$ cat config.mk
export PLATFORM = sky130hd
export DESIGN_NAME = grp_irq_agg
export DESIGN_NICKNAME = d
export VERILOG_FILES = /design/src/rtl/grp_irq_pkg.sv /design/src/rtl/grp_irq_decode.sv /design/src/rtl/grp_irq_edge.sv /design/src/rtl/grp_irq_enable.sv /design/src/rtl/grp_irq_status.sv /design/src/rtl/grp_irq_agg.sv
export SDC_FILE = /design/constraint.sdc
export NUM_CORES = 1
export LEC_CHECK = 0
export ABC_AREA = 1
export BUFFER_PORTS_ARGS = -buffer_cell sky130_fd_sc_hd__buf_2
export CORE_MARGIN = 2
export CORE_UTILIZATION = 30
export CTS_BUF_LIST = sky130_fd_sc_hd__clkbuf_16
export DETAILED_ROUTE_END_ITERATION = 10
export PLACE_DENSITY = 0.5
export SKIP_CTS_REPAIR_TIMING = 1
export SLEW_MARGIN = 10
export SYNTH_ARGS = -nofsm -noshare
export SYNTH_HDL_FRONTEND = slang
export SYNTH_SLANG_ARGS = --single-unit
export TNS_END_PERCENT = 50
$ cat constraint.sdc
create_clock -name clk -period 3.35 [get_ports clk]
set_input_delay 0.1675 -clock clk [delete_from_list [all_inputs] [get_ports clk]]
set_output_delay 0.1675 -clock clk [all_outputs]
set_load 0.01 [all_outputs]
$ cat src/rtl/grp_irq_pkg.sv
package grp_irq_pkg;

  // Register selected by an address
  typedef enum logic [1:0] {
    SEL_NONE   = 2'd0,
    SEL_ENABLE = 2'd1,
    SEL_STATUS = 2'd2
  } reg_sel_e;

endpackage

$ cat src/rtl/grp_irq_decode.sv
module grp_irq_decode
  import grp_irq_pkg::*;
#(
  parameter int ADDR_W  = 8,
  parameter int ENA_OFS = 0,
  parameter int STS_OFS = 4
) (
  input  logic [ADDR_W-1:0] addr_i,
  output reg_sel_e          sel_o
);
  localparam logic [ADDR_W-1:0] ENA_A = ADDR_W'(ENA_OFS);
  localparam logic [ADDR_W-1:0] STS_A = ADDR_W'(STS_OFS);

  function automatic reg_sel_e decode(input logic [ADDR_W-1:0] a);
    if (a == ENA_A)      return SEL_ENABLE;
    else if (a == STS_A) return SEL_STATUS;
    else                 return SEL_NONE;
  endfunction

  always_comb sel_o = decode(addr_i);
endmodule

$ cat src/rtl/grp_irq_edge.sv
module grp_irq_edge #(
  parameter int LINES = 32
) (
  input  logic             clk,
  input  logic             rst_n,
  input  logic [LINES-1:0] src_i,
  output logic [LINES-1:0] rise_o,
  output logic             event_o
);
  logic [LINES-1:0] prev_q;

  always_ff @(posedge clk) begin
    if (!rst_n) prev_q <= '0;
    else        prev_q <= src_i;
  end

  always_comb begin
    rise_o  = src_i & ~prev_q;
    event_o = |rise_o;
  end

  // an event always names at least one line that is high now
  p_event_has_high_line_r2: assert property (@(posedge clk) disable iff (!rst_n)
    event_o |-> (src_i != '0));
endmodule

$ cat src/rtl/grp_irq_enable.sv
module grp_irq_enable #(
  parameter int LINES = 32
) (
  input  logic             clk,
  input  logic             rst_n,
  input  logic             wr_i,
  input  logic [LINES-1:0] data_i,
  output logic [LINES-1:0] en_reg_o,
  output logic [LINES-1:0] acc_next_o,
  output logic [LINES-1:0] mask_next_o
);
  logic [LINES-1:0] reg_q, acc_q, mask_q;
  logic [LINES-1:0] reg_n, acc_n, mask_n;

  // Three-rule enable write: store-only, grow-enable, or mask/unmask
  function automatic void enable_write(
    input  logic [LINES-1:0] r, a, m, d,
    output logic [LINES-1:0] r_o, a_o, m_o);
    logic [LINES-1:0] chg;
    r_o = r; a_o = a; m_o = m;
    if (d == '0 && a == '0) begin
      r_o = d;
    end else if ((a | d) != a) begin
      a_o = a | d;
      r_o = d;
    end else begin
      chg = r ^ d;
      if ((chg & d) != '0) m_o = m & ~chg;
      else                 m_o = m | chg;
      r_o = d;
    end
  endfunction

  always_comb begin
    reg_n = reg_q; acc_n = acc_q; mask_n = mask_q;
    if (wr_i) enable_write(reg_q, acc_q, mask_q, data_i, reg_n, acc_n, mask_n);
  end

  always_ff @(posedge clk) begin
    if (!rst_n) begin
      reg_q  <= '0;
      acc_q  <= '0;
      mask_q <= '0;
    end else begin
      reg_q  <= reg_n;
      acc_q  <= acc_n;
      mask_q <= mask_n;
    end
  end

  assign en_reg_o    = reg_q;
  assign acc_next_o  = acc_n;
  assign mask_next_o = mask_n;

  // the accumulated enable word never loses a bit
  p_acc_only_grows_r5: assert property (@(posedge clk) disable iff (!rst_n)
    rst_n |=> (($past(acc_q) & ~acc_q) == '0));

  // a write that grows the enable leaves the mask alone
  p_grow_keeps_mask_r5: assert property (@(posedge clk) disable iff (!rst_n)
    (wr_i && ((acc_q | data_i) != acc_q)) |=> $stable(mask_q));

  // without a write the mask cannot move
  p_mask_needs_write_r6: assert property (@(posedge clk) disable iff (!rst_n)
    !wr_i |=> $stable(mask_q) && $stable(reg_q));
endmodule

$ cat src/rtl/grp_irq_status.sv
module grp_irq_status #(
  parameter int LINES = 32
) (
  input  logic             clk,
  input  logic             rst_n,
  input  logic             wr_i,
  input  logic [LINES-1:0] data_i,
  input  logic             event_i,
  input  logic [LINES-1:0] select_i,
  input  logic [LINES-1:0] mask_i,
  output logic [LINES-1:0] status_o,
  output logic             irq_o,
  output logic             err_o
);
  localparam logic [LINES-1:0] ALL_ONES = '1;

  logic [LINES-1:0] status_q, pend_q;
  logic             irq_q, err_q;
  logic [LINES-1:0] st_w, pd_w;
  logic             irq_w, err_w;
  logic             arrival;

  // Acknowledge step: clear, then replay or drop the output
  function automatic void ack_write(
    input  logic [LINES-1:0] st, pd, d,
    input  logic             irq,
    output logic [LINES-1:0] st_o, pd_o,
    output logic             irq_o_f, bad_o);
    st_o = st; pd_o = pd; irq_o_f = irq; bad_o = 1'b0;
    if (d == '0) begin
      bad_o = 1'b1;
    end else begin
      st_o = st & ~d;
      if (d != ALL_ONES && st_o == '0) begin
        if (pd != '0) begin
          st_o    = pd;
          pd_o    = '0;
          irq_o_f = 1'b1;
        end else begin
          irq_o_f = 1'b0;
        end
      end
    end
  endfunction

  assign arrival = event_i && (select_i != '0);

  always_comb begin
    st_w = status_q; pd_w = pend_q; irq_w = irq_q; err_w = 1'b0;
    if (wr_i) ack_write(status_q, pend_q, data_i, irq_q, st_w, pd_w, irq_w, err_w);
    if (arrival) begin
      if (mask_i != '0 || st_w != '0) begin
        pd_w = pd_w | select_i;
      end else begin
        st_w  = select_i;
        irq_w = 1'b1;
      end
    end
  end

  always_ff @(posedge clk) begin
    if (!rst_n) begin
      status_q <= '0;
      pend_q   <= '0;
      irq_q    <= 1'b0;
      err_q    <= 1'b0;
    end else begin
      status_q <= st_w;
      pend_q   <= pd_w;
      irq_q    <= irq_w;
      err_q    <= err_w;
    end
  end

  assign status_o = status_q;
  assign irq_o    = irq_q;
  assign err_o    = err_q;

  // any reported source keeps the output asserted
  p_status_drives_irq_r3: assert property (@(posedge clk) disable iff (!rst_n)
    (status_q != '0) |-> irq_q);

  // no write and no selected arrival leaves status and output alone
  p_quiet_holds_r2: assert property (@(posedge clk) disable iff (!rst_n)
    (!wr_i && !arrival) |=> $stable(status_q) && $stable(irq_q));

  // an arrival during service is deferred
  p_defer_keeps_status_r4: assert property (@(posedge clk) disable iff (!rst_n)
    (!wr_i && arrival && (status_q != '0 || mask_i != '0))
      |=> $stable(status_q) && $stable(irq_q));

  // zero acknowledge is refused and flagged
  p_zero_ack_refused_r7: assert property (@(posedge clk) disable iff (!rst_n)
    (wr_i && data_i == '0 && !arrival)
      |=> $stable(status_q) && $stable(irq_q) && err_q);

  // initialisation clears without touching the output
  p_init_no_replay_r9: assert property (@(posedge clk) disable iff (!rst_n)
    (wr_i && data_i == ALL_ONES && !arrival)
      |=> (status_q == '0) && $stable(irq_q) && $stable(pend_q));
endmodule

$ cat src/rtl/grp_irq_agg.sv
module grp_irq_agg
  import grp_irq_pkg::*;
#(
  parameter int LINES   = 32,
  parameter int ADDR_W  = 8,
  parameter int ENA_OFS = 0,
  parameter int STS_OFS = 4
) (
  input  logic              clk,
  input  logic              rst_n,
  input  logic [LINES-1:0]  src_i,
  input  logic              wr_en_i,
  input  logic [ADDR_W-1:0] wr_addr_i,
  input  logic [LINES-1:0]  wr_data_i,
  input  logic [ADDR_W-1:0] rd_addr_i,
  output logic [LINES-1:0]  rd_data_o,
  output logic              irq_o,
  output logic              clr_zero_err_o
);
  reg_sel_e         wr_sel, rd_sel;
  logic             ena_wr, sts_wr;
  logic [LINES-1:0] rise, en_reg, acc_next, mask_next, select_word, status;
  logic             src_event;

  function automatic logic [LINES-1:0] select_of(
    input logic [LINES-1:0] lines, input logic [LINES-1:0] en);
    return lines & en;
  endfunction

  grp_irq_decode #(.ADDR_W(ADDR_W), .ENA_OFS(ENA_OFS), .STS_OFS(STS_OFS)) u_wr_dec (
    .addr_i(wr_addr_i), .sel_o(wr_sel));
  grp_irq_decode #(.ADDR_W(ADDR_W), .ENA_OFS(ENA_OFS), .STS_OFS(STS_OFS)) u_rd_dec (
    .addr_i(rd_addr_i), .sel_o(rd_sel));

  assign ena_wr = wr_en_i && (wr_sel == SEL_ENABLE);
  assign sts_wr = wr_en_i && (wr_sel == SEL_STATUS);

  grp_irq_edge #(.LINES(LINES)) u_edge (
    .clk(clk), .rst_n(rst_n), .src_i(src_i), .rise_o(rise), .event_o(src_event));

  grp_irq_enable #(.LINES(LINES)) u_enable (
    .clk(clk), .rst_n(rst_n), .wr_i(ena_wr), .data_i(wr_data_i),
    .en_reg_o(en_reg), .acc_next_o(acc_next), .mask_next_o(mask_next));

  // select uses the enable word after this cycle's write
  assign select_word = select_of(src_i, acc_next);

  grp_irq_status #(.LINES(LINES)) u_status (
    .clk(clk), .rst_n(rst_n), .wr_i(sts_wr), .data_i(wr_data_i),
    .event_i(src_event), .select_i(select_word), .mask_i(mask_next),
    .status_o(status), .irq_o(irq_o), .err_o(clr_zero_err_o));

  always_comb begin
    unique case (rd_sel)
      SEL_ENABLE: rd_data_o = en_reg;
      SEL_STATUS: rd_data_o = status;
      default:    rd_data_o = '0;
    endcase
  end

  // a write to an unused offset leaves both registers alone
  p_stray_write_ignored_r12: assert property (@(posedge clk) disable iff (!rst_n)
    (wr_en_i && wr_sel == SEL_NONE && !src_event)
      |=> $stable(status) && $stable(en_reg) && $stable(irq_o));

  // rise detection is a subset of the lines
  p_rise_subset_r2: assert property (@(posedge clk) disable iff (!rst_n)
    ((rise & ~src_i) == '0));
endmodule

== After elaboration in Yosys (flattened, before gate mapping) ==
Cells that the tools add are included.
Widths: inputs -> output; s select.

* Equality and inequality tests: 8
* Mux-type cells: 31
* Bitwise operators: 12
* Reduce and logical (&&, ||, !) cells: 18

{| class="wikitable"
|+ Operators with widths
! operator !! number
|-
| $mux 32 || 19
|-
| $and 32x32->32 || 5
|-
| $reduce_bool 32->1 || 5
|-
| $logic_not 32->1 || 3
|-
| $not 32->32 || 3
|-
| $or 32x32->32 || 3
|-
| $pmux 32 s2 || 1
|-
| $ne 32x32->1 || 1
|-
| $ne 32x32->1 const B || 1
|-
| $reduce_or 32->1 || 1
|-
| $xor 32x32->32 || 1
|-
| $eq 8x3->1 const B || 2
|-
| $logic_not 8->1 || 2
|-
| $mux 2 || 4
|-
| $mux 1 || 7
|-
| $logic_and 1x1->1 || 5
|-
| $eq 2x1->1 const B || 2
|-
| $eq 2x2->1 const B || 2
|-
| $reduce_and 2->1 || 1
|-
| $logic_or 1x1->1 || 1
|}

* Bits in registers: 194
* Input bits: 83
* Output and inout bits: 34
* Logic and storage cells: 77

== Longest topological paths before layout ==
* Depth in word-level cells: 11
* Gate-level depth with buffers: 23
* Gate-level depth less buffers: 21

== Modules after synthesis ==
A second synthesis with hierarchy kept.

* Cell total of the unflattened synthesis: 2115
* Area total of the unflattened synthesis: 12291.8 µm²

{| class="wikitable"
|+ By module, submodules not included
! module !! instances !! cells an instance !! area an instance (µm²)
|-
| grp_irq_enable || 1 || 821 || 5265.0
|-
| grp_irq_status || 1 || 869 || 4695.8
|-
| grp_irq_edge || 1 || 226 || 1380.1
|-
| grp_irq_agg || 1 || 177 || 863.3
|-
| grp_irq_decode || 2 || 11 || 43.8
|}

== Worst setup path before layout ==
OpenSTA, ideal clock, no wires.

* Path kind: input to register
* From: input wr_addr_i[1]
* To: register u_status.status_q[23] (netlist: u_status.status_o[23])
* Setup time: 0.110 ns
* Arrival: 2.362 ns
* Path slack: 0.878 ns
* Cell stages on the path: 17
* Buffers on the path: 2
* Cell sequence: or2_1 -> nor3_2 -> nand3_2 -> a21oi_4 -> buf_2 -> nand3_1 -> nand2_1 -> nand2_1 -> nor2_1 -> nand2_1 -> nor2_1 -> nand2_1 -> nor2_4 -> clkbuf_1 -> nand4_1 -> nand2_1 -> nor2_1

* Word-level cells in the longest chain between the ends: 10
* Elaborated cells between the ends (all ways): 19

{| class="wikitable"
|+ Ends and longest elaborated chain
! item !! line !! text
|-
| start, declared || grp_irq_agg.sv:13 || <nowiki>input logic [ADDR_W-1:0] wr_addr_i,</nowiki>
|-
| $eq 8x3->1 || grp_irq_decode.sv:16 || <nowiki>else if (a == STS_A) return SEL_STATUS;</nowiki>
|-
| $mux 2 || grp_irq_decode.sv:16 ||
|-
| $mux 2 * || grp_irq_decode.sv:15 || <nowiki>if (a == ENA_A) return SEL_ENABLE;</nowiki>
|-
| $eq 2x1->1 / $eq 2x2->1 (equally long branches) || grp_irq_agg.sv:35, grp_irq_agg.sv:36 ||
|-
| $logic_and 1x1->1, on equally long branches || grp_irq_agg.sv:35, grp_irq_agg.sv:36 ||
|-
| $mux 32, on equally long branches || grp_irq_enable.sv:36, grp_irq_status.sv:50 ||
|-
| $reduce_bool 32->1 / $and 32x32->32 (equally long branches) || grp_irq_status.sv:52, grp_irq_agg.sv:27 ||
|-
| $logic_or 1x1->1 / $reduce_bool 32->1 (equally long branches) || grp_irq_status.sv:52, grp_irq_status.sv:46 ||
|-
| $mux 32 / $logic_and 1x1->1 (equally long branches) || grp_irq_status.sv:52, grp_irq_status.sv:46 ||
|-
| $mux 32 * || grp_irq_status.sv:51 || <nowiki>if (arrival) begin</nowiki>
|-
| end signal, assigned || grp_irq_status.sv:68 || <nowiki>status_q <= st_w;</nowiki>
|-
| end, declared || grp_irq_status.sv:17 || <nowiki>logic [LINES-1:0] status_q, pend_q;</nowiki>
|}

Every way passes the cells marked *; elsewhere a longest branch is shown, timed or not.
A chain may end at the register's enable or synchronous reset.

== Worst setup path in the final report ==
* From: register u_enable.acc_q[0]
* To: register u_status.pend_q[25]

* Word-level cells in the longest chain between the ends: 9
* Elaborated cells between the ends (all ways): 18

{| class="wikitable"
|+ Ends and longest elaborated chain
! item !! line !! text
|-
| start, declared || grp_irq_enable.sv:12 || <nowiki>logic [LINES-1:0] reg_q, acc_q, mask_q;</nowiki>
|-
| start signal, assigned || grp_irq_enable.sv:46 || <nowiki>acc_q <= acc_n;</nowiki>
|-
| $or 32x32->32 || grp_irq_enable.sv:23, grp_irq_enable.sv:24 ||
|-
| $ne 32x32->1 || grp_irq_enable.sv:23 || <nowiki>end else if ((a | d) != a) begin</nowiki>
|-
| $mux 32 || grp_irq_enable.sv:23 ||
|-
| $mux 32 || grp_irq_enable.sv:21 || <nowiki>if (d == '0 && a == '0) begin</nowiki>
|-
| $mux 32 || grp_irq_enable.sv:36 || <nowiki>if (wr_i) enable_write(reg_q, acc_q, mask_q, data_i, reg_n, acc_n, mask_n);</nowiki>
|-
| $reduce_bool 32->1 / $and 32x32->32 (equally long branches) || grp_irq_status.sv:52, grp_irq_agg.sv:27 ||
|-
| $logic_or 1x1->1, or another cell as far along || grp_irq_status.sv:52 || <nowiki>if (mask_i != '0 || st_w != '0) begin</nowiki>
|-
| $mux 32 / $logic_and 1x1->1 (equally long branches) || grp_irq_status.sv:52, grp_irq_status.sv:46 ||
|-
| $mux 32 * || grp_irq_status.sv:51 ||
|-
| end signal, assigned || grp_irq_status.sv:69 || <nowiki>pend_q <= pd_w;</nowiki>
|-
| end, declared || grp_irq_status.sv:17 ||
|}

Marks and branches as above.

==> summary.txt <==
Status
  – Run status: completed

Placement
  – Global placement routability congestion: 0.899
  – Post-Place Cell Area: 12700 sq um
  – Port Buf Inserts: 116
  – Half-perimeter wire length after placement: 31.6 mm
  – DP Cell Count: 2560
  – Post-Place Worst Slack: 238 ps

Final layout
  – Non-filler cells in the finished layout: 2624
  – Finished Cell Area: 13600 sq um
  – # fillers: 4244
  – Leading cell type in the layout, fill and taps excluded: sky130_fd_sc_hd__nand2_1
  – Layout cells sized above 1: 10.1%
  – NumNets Final: 2215
  – Highest-count cells in the layout ignoring fill and taps: sky130_fd_sc_hd__nand2_1, sky130_fd_sc_hd__nor2_1, sky130_fd_sc_hd__inv_1
  – Signed area change from the synthesized netlist to the final layout: 18.2%

Routing
  – Routed Wire Length: 42.6 mm
  – Number of DRC violations after detailed-routing iteration 0: 994
  – Number of optimization iterations in the first detailed-route pass: 5
  – Ratio of routed vias to standard cells: 4.63
  – Number of antenna-violating nets in the routed design: 0
  – Detailed-route wire length per cell: 16.2 um
  – Routed vias: 12200
  – Total DRC errors in the routed layout: 0

Worst setup path
  – Crit-path slowest cell: sky130_fd_sc_hd__dfxtp_1
  – Cell breakdown of the critical path: nor2_1 > nand3_1 > nor2_1 > nand2_1 > nor2_1 > a21oi_4 > buf_12 > nand2_1 > nand2_1 > nand2_1 > nand2_1 > nor2_1 > nand2_1 > nor2_1 > nand2_1 > nor2_4 > nand2_1 > buf_12 > nand2_1 > a21oi_1
  – Kind of start point of the critical path: flop
  – Largest driver fanout on the critical path: 64
  – Longest individual stage delay on the worst path: 320 ps
  – Critical Setup Path Class: flop to flop
  – Critical Path Sink Type: flop
  – Required time at the worst-slack endpoint: 3660 ps
  – Most frequent CP cell: sky130_fd_sc_hd__nand2_1
  – Data arrival at the endpoint of the critical path: 3310 ps

STA
  – Period Utilization, post-route: 89.6%
  – Setup violation total in the final timing report: 0
  – F_max: 333 MHz
  – Unrepaired setup endpoints after global routing: no
  – Aggregate negative setup slack: 0 ps
  – Transition time of the tightest slew-check pin: 827 ps
  – Slew Limit Fails: 0
  – Final critical-path required period: 3000 ps
  – Final hold vios: 0
  – Slew margin rel.: 44.9%
  – Worst path setup slack after routing: 349 ps
  – Clock tree skew after final layout: 11.0 ps

Logic synthesis
  – Average size of a mapped cell: 5.80 sq um
  – Library cell with the largest summed area after synthesis: sky130_fd_sc_hd__dfxtp_1
  – Proportion of synthesized chip area in sequential cells: 33.7%
  – Synth Register Bits: 194
  – Main flop type after synthesis: sky130_fd_sc_hd__dfxtp_1
  – Yosys warning total: 0
  – Cell count after synthesis: 1986
  – Total standard cell area after synthesis: 11500 sq um
  – Share of synthesized flip-flops with an asynchronous set or reset: 0%
  – Distinct cell type count after synthesis: 28
  – Post-synth net total: 2101
  – Synth area leaders: sky130_fd_sc_hd__dfxtp_1, sky130_fd_sc_hd__nand2_1, sky130_fd_sc_hd__nor2_1
  – Area share of the largest cell type after synthesis: 33.7%
  – Number of flops mapped to enable cells by yosys: 0

Run
  – Max capacitance violation total: 0

GRT
  – Vias in the first global route: 11100
  – Global router's overall resource usage: 21.6%
  – Pin count of the biggest net entering global routing: 72
  – Initial antenna violation count: 2
  – Sum of overflow across all layers after global routing: 0
  – Wire length of the first global-routing pass: 65.0 mm

Clocking
  – TritonCTS clock tree: yes
  – Clock latency on the worst-skew pair: 460 ps
  – CTS Sinks: 194
  – # H-tree levels: 4
  – CTS Buf Count: 17
  – Clk root buf: sky130_fd_sc_hd__clkbuf_16
  – CTS Buffer Depth: 2
  – Clock edge transition at the registers on the reported setup and hold paths: 80 ps

Pwr
  – Leak pwr: 6.62 nW
  – Maximum VDD drop: 0.706 mV
  – Power per Cell Area: 546 nW/um^2
  – Total Power: 7.44 mW

Floorplanning
  – Count of pins on the block boundary: 117
  – Die extent in y: 200 um
  – Chip Width: 200 um
  – Standard-cell rows: 71
  – Area of the core region: 37800 sq um
  – Area of the die: 40000 sq um
  – Initial core utilization: 30.5%

Worst hold path
  – Class of the tightest hold or removal check: primary input to flop
[cell type report]
type / count / area, sq um / area share, %
multi-input cells: 1372 / 6050 / 44.4
flip-flops and latches: 194 / 3880 / 28.5
inverters: 335 / 1260 / 9.24
repair buffers: 180 / 1200 / 8.83
well taps: 511 / 639 / 4.69
clock buffers: 17 / 425 / 3.12
clock inverters: 14 / 164 / 1.20
diodes: 1 / 2.50 / 0.0184
[critical path: cells and delay by family, from the launching register on]
family                 cells  cell delay [ps]
DFF                        1              320
AOI/OAI and AO/OA          2              170
buffers and inverters      2              380
and+or+nand+nor           16             1960
[stage by stage]
stage	hold slack, ps	utilization [%]
after detailed placement	408	33.7
after global placement	392	33.7
final	13.6	36.1
after floorplan	261	-
after CTS	-76.0	35.2
after global routing	24.2	36.1
[worst paths after layout]
| check | from | to | slack (ps) | cells past startpoint |
|---|---|---|---|---|
| setup reg to reg | u_enable.acc_q[0] | u_status.pend_q[25] | 350 | 20 |
| hold reg to reg | u_enable.en_reg_o[26] | u_enable.en_reg_o[26] | 470 | 2 |
| hold / removal | wr_addr_i[2] | u_status.err_o | 10 | 3 |
| setup / recovery | u_enable.acc_q[0] | u_status.pend_q[25] | 350 | 20 |
[registers in the layout, indices dropped and copies added, names as in the netlist]
register,flops
u_edge.prev_q,32
u_status.status_o,32
u_enable.acc_q,32
u_status.irq_o,1
u_enable.en_reg_o,32
u_status.pend_q,32
u_status.err_o,1
u_enable.mask_q,32
[synth_stat cells, types with 6 or more instances]
| master | n |
|---|---|
| sky130_fd_sc_hd__buf_2 | 18 |
| sky130_fd_sc_hd__nor2_1 | 326 |
| sky130_fd_sc_hd__o21ai_0 | 12 |
| sky130_fd_sc_hd__ha_1 | 32 |
| sky130_fd_sc_hd__o22ai_1 | 46 |
| sky130_fd_sc_hd__nand4_1 | 58 |
| sky130_fd_sc_hd__nor4_1 | 10 |
| sky130_fd_sc_hd__a21oi_1 | 66 |
| sky130_fd_sc_hd__nand2_1 | 703 |
| sky130_fd_sc_hd__inv_2 | 26 |
| sky130_fd_sc_hd__nand3_1 | 95 |
| sky130_fd_sc_hd__clkbuf_1 | 58 |
| sky130_fd_sc_hd__inv_1 | 307 |
| sky130_fd_sc_hd__o21ai_1 | 6 |
| sky130_fd_sc_hd__buf_1 | 9 |
| sky130_fd_sc_hd__dfxtp_1 | 194 |
[report_power, final]
| part | switching (mW) | internal (mW) | total, mW | leakage (nW) |
|---|---|---|---|---|
| Sequential | 0.128 | 2.40 | 2.53 | 1.57 |
| Combinational | 1.89 | 0.843 | 2.73 | 4.77 |
| Clock | 1.00 | 1.17 | 2.17 | 0.280 |
[cells by family (layout without fill, tap and decap cells)]
kind of cell / after synthesis / in the layout / synth area share (%)
AOI/OAI and AO/OA: 135 / 135 / 6.64
adders and majority gates: 32 / 32 / 3.47
buffers and inverters: 420 / 546 / 13.9
DFF: 194 / 194 / 33.7
other: 0 / 1 / 0
and+or+nand+nor: 1205 / 1205 / 42.3
[routing by layer]
| metal | track usage [%] | up-vias | part of all wire, % |
|---|---|---|---|
| met2 | 33.3 | 375 | 45 |
| met5 | 0 | - | 0.016 |
| met1 | 30.9 | 5459 | 47 |
| met4 | 6.64 | 2 | 2.0 |
| li1 | - | 6275 | - |
| met3 | 3.28 | 47 | 6.2 |
(Power assumes the default switching activity.)
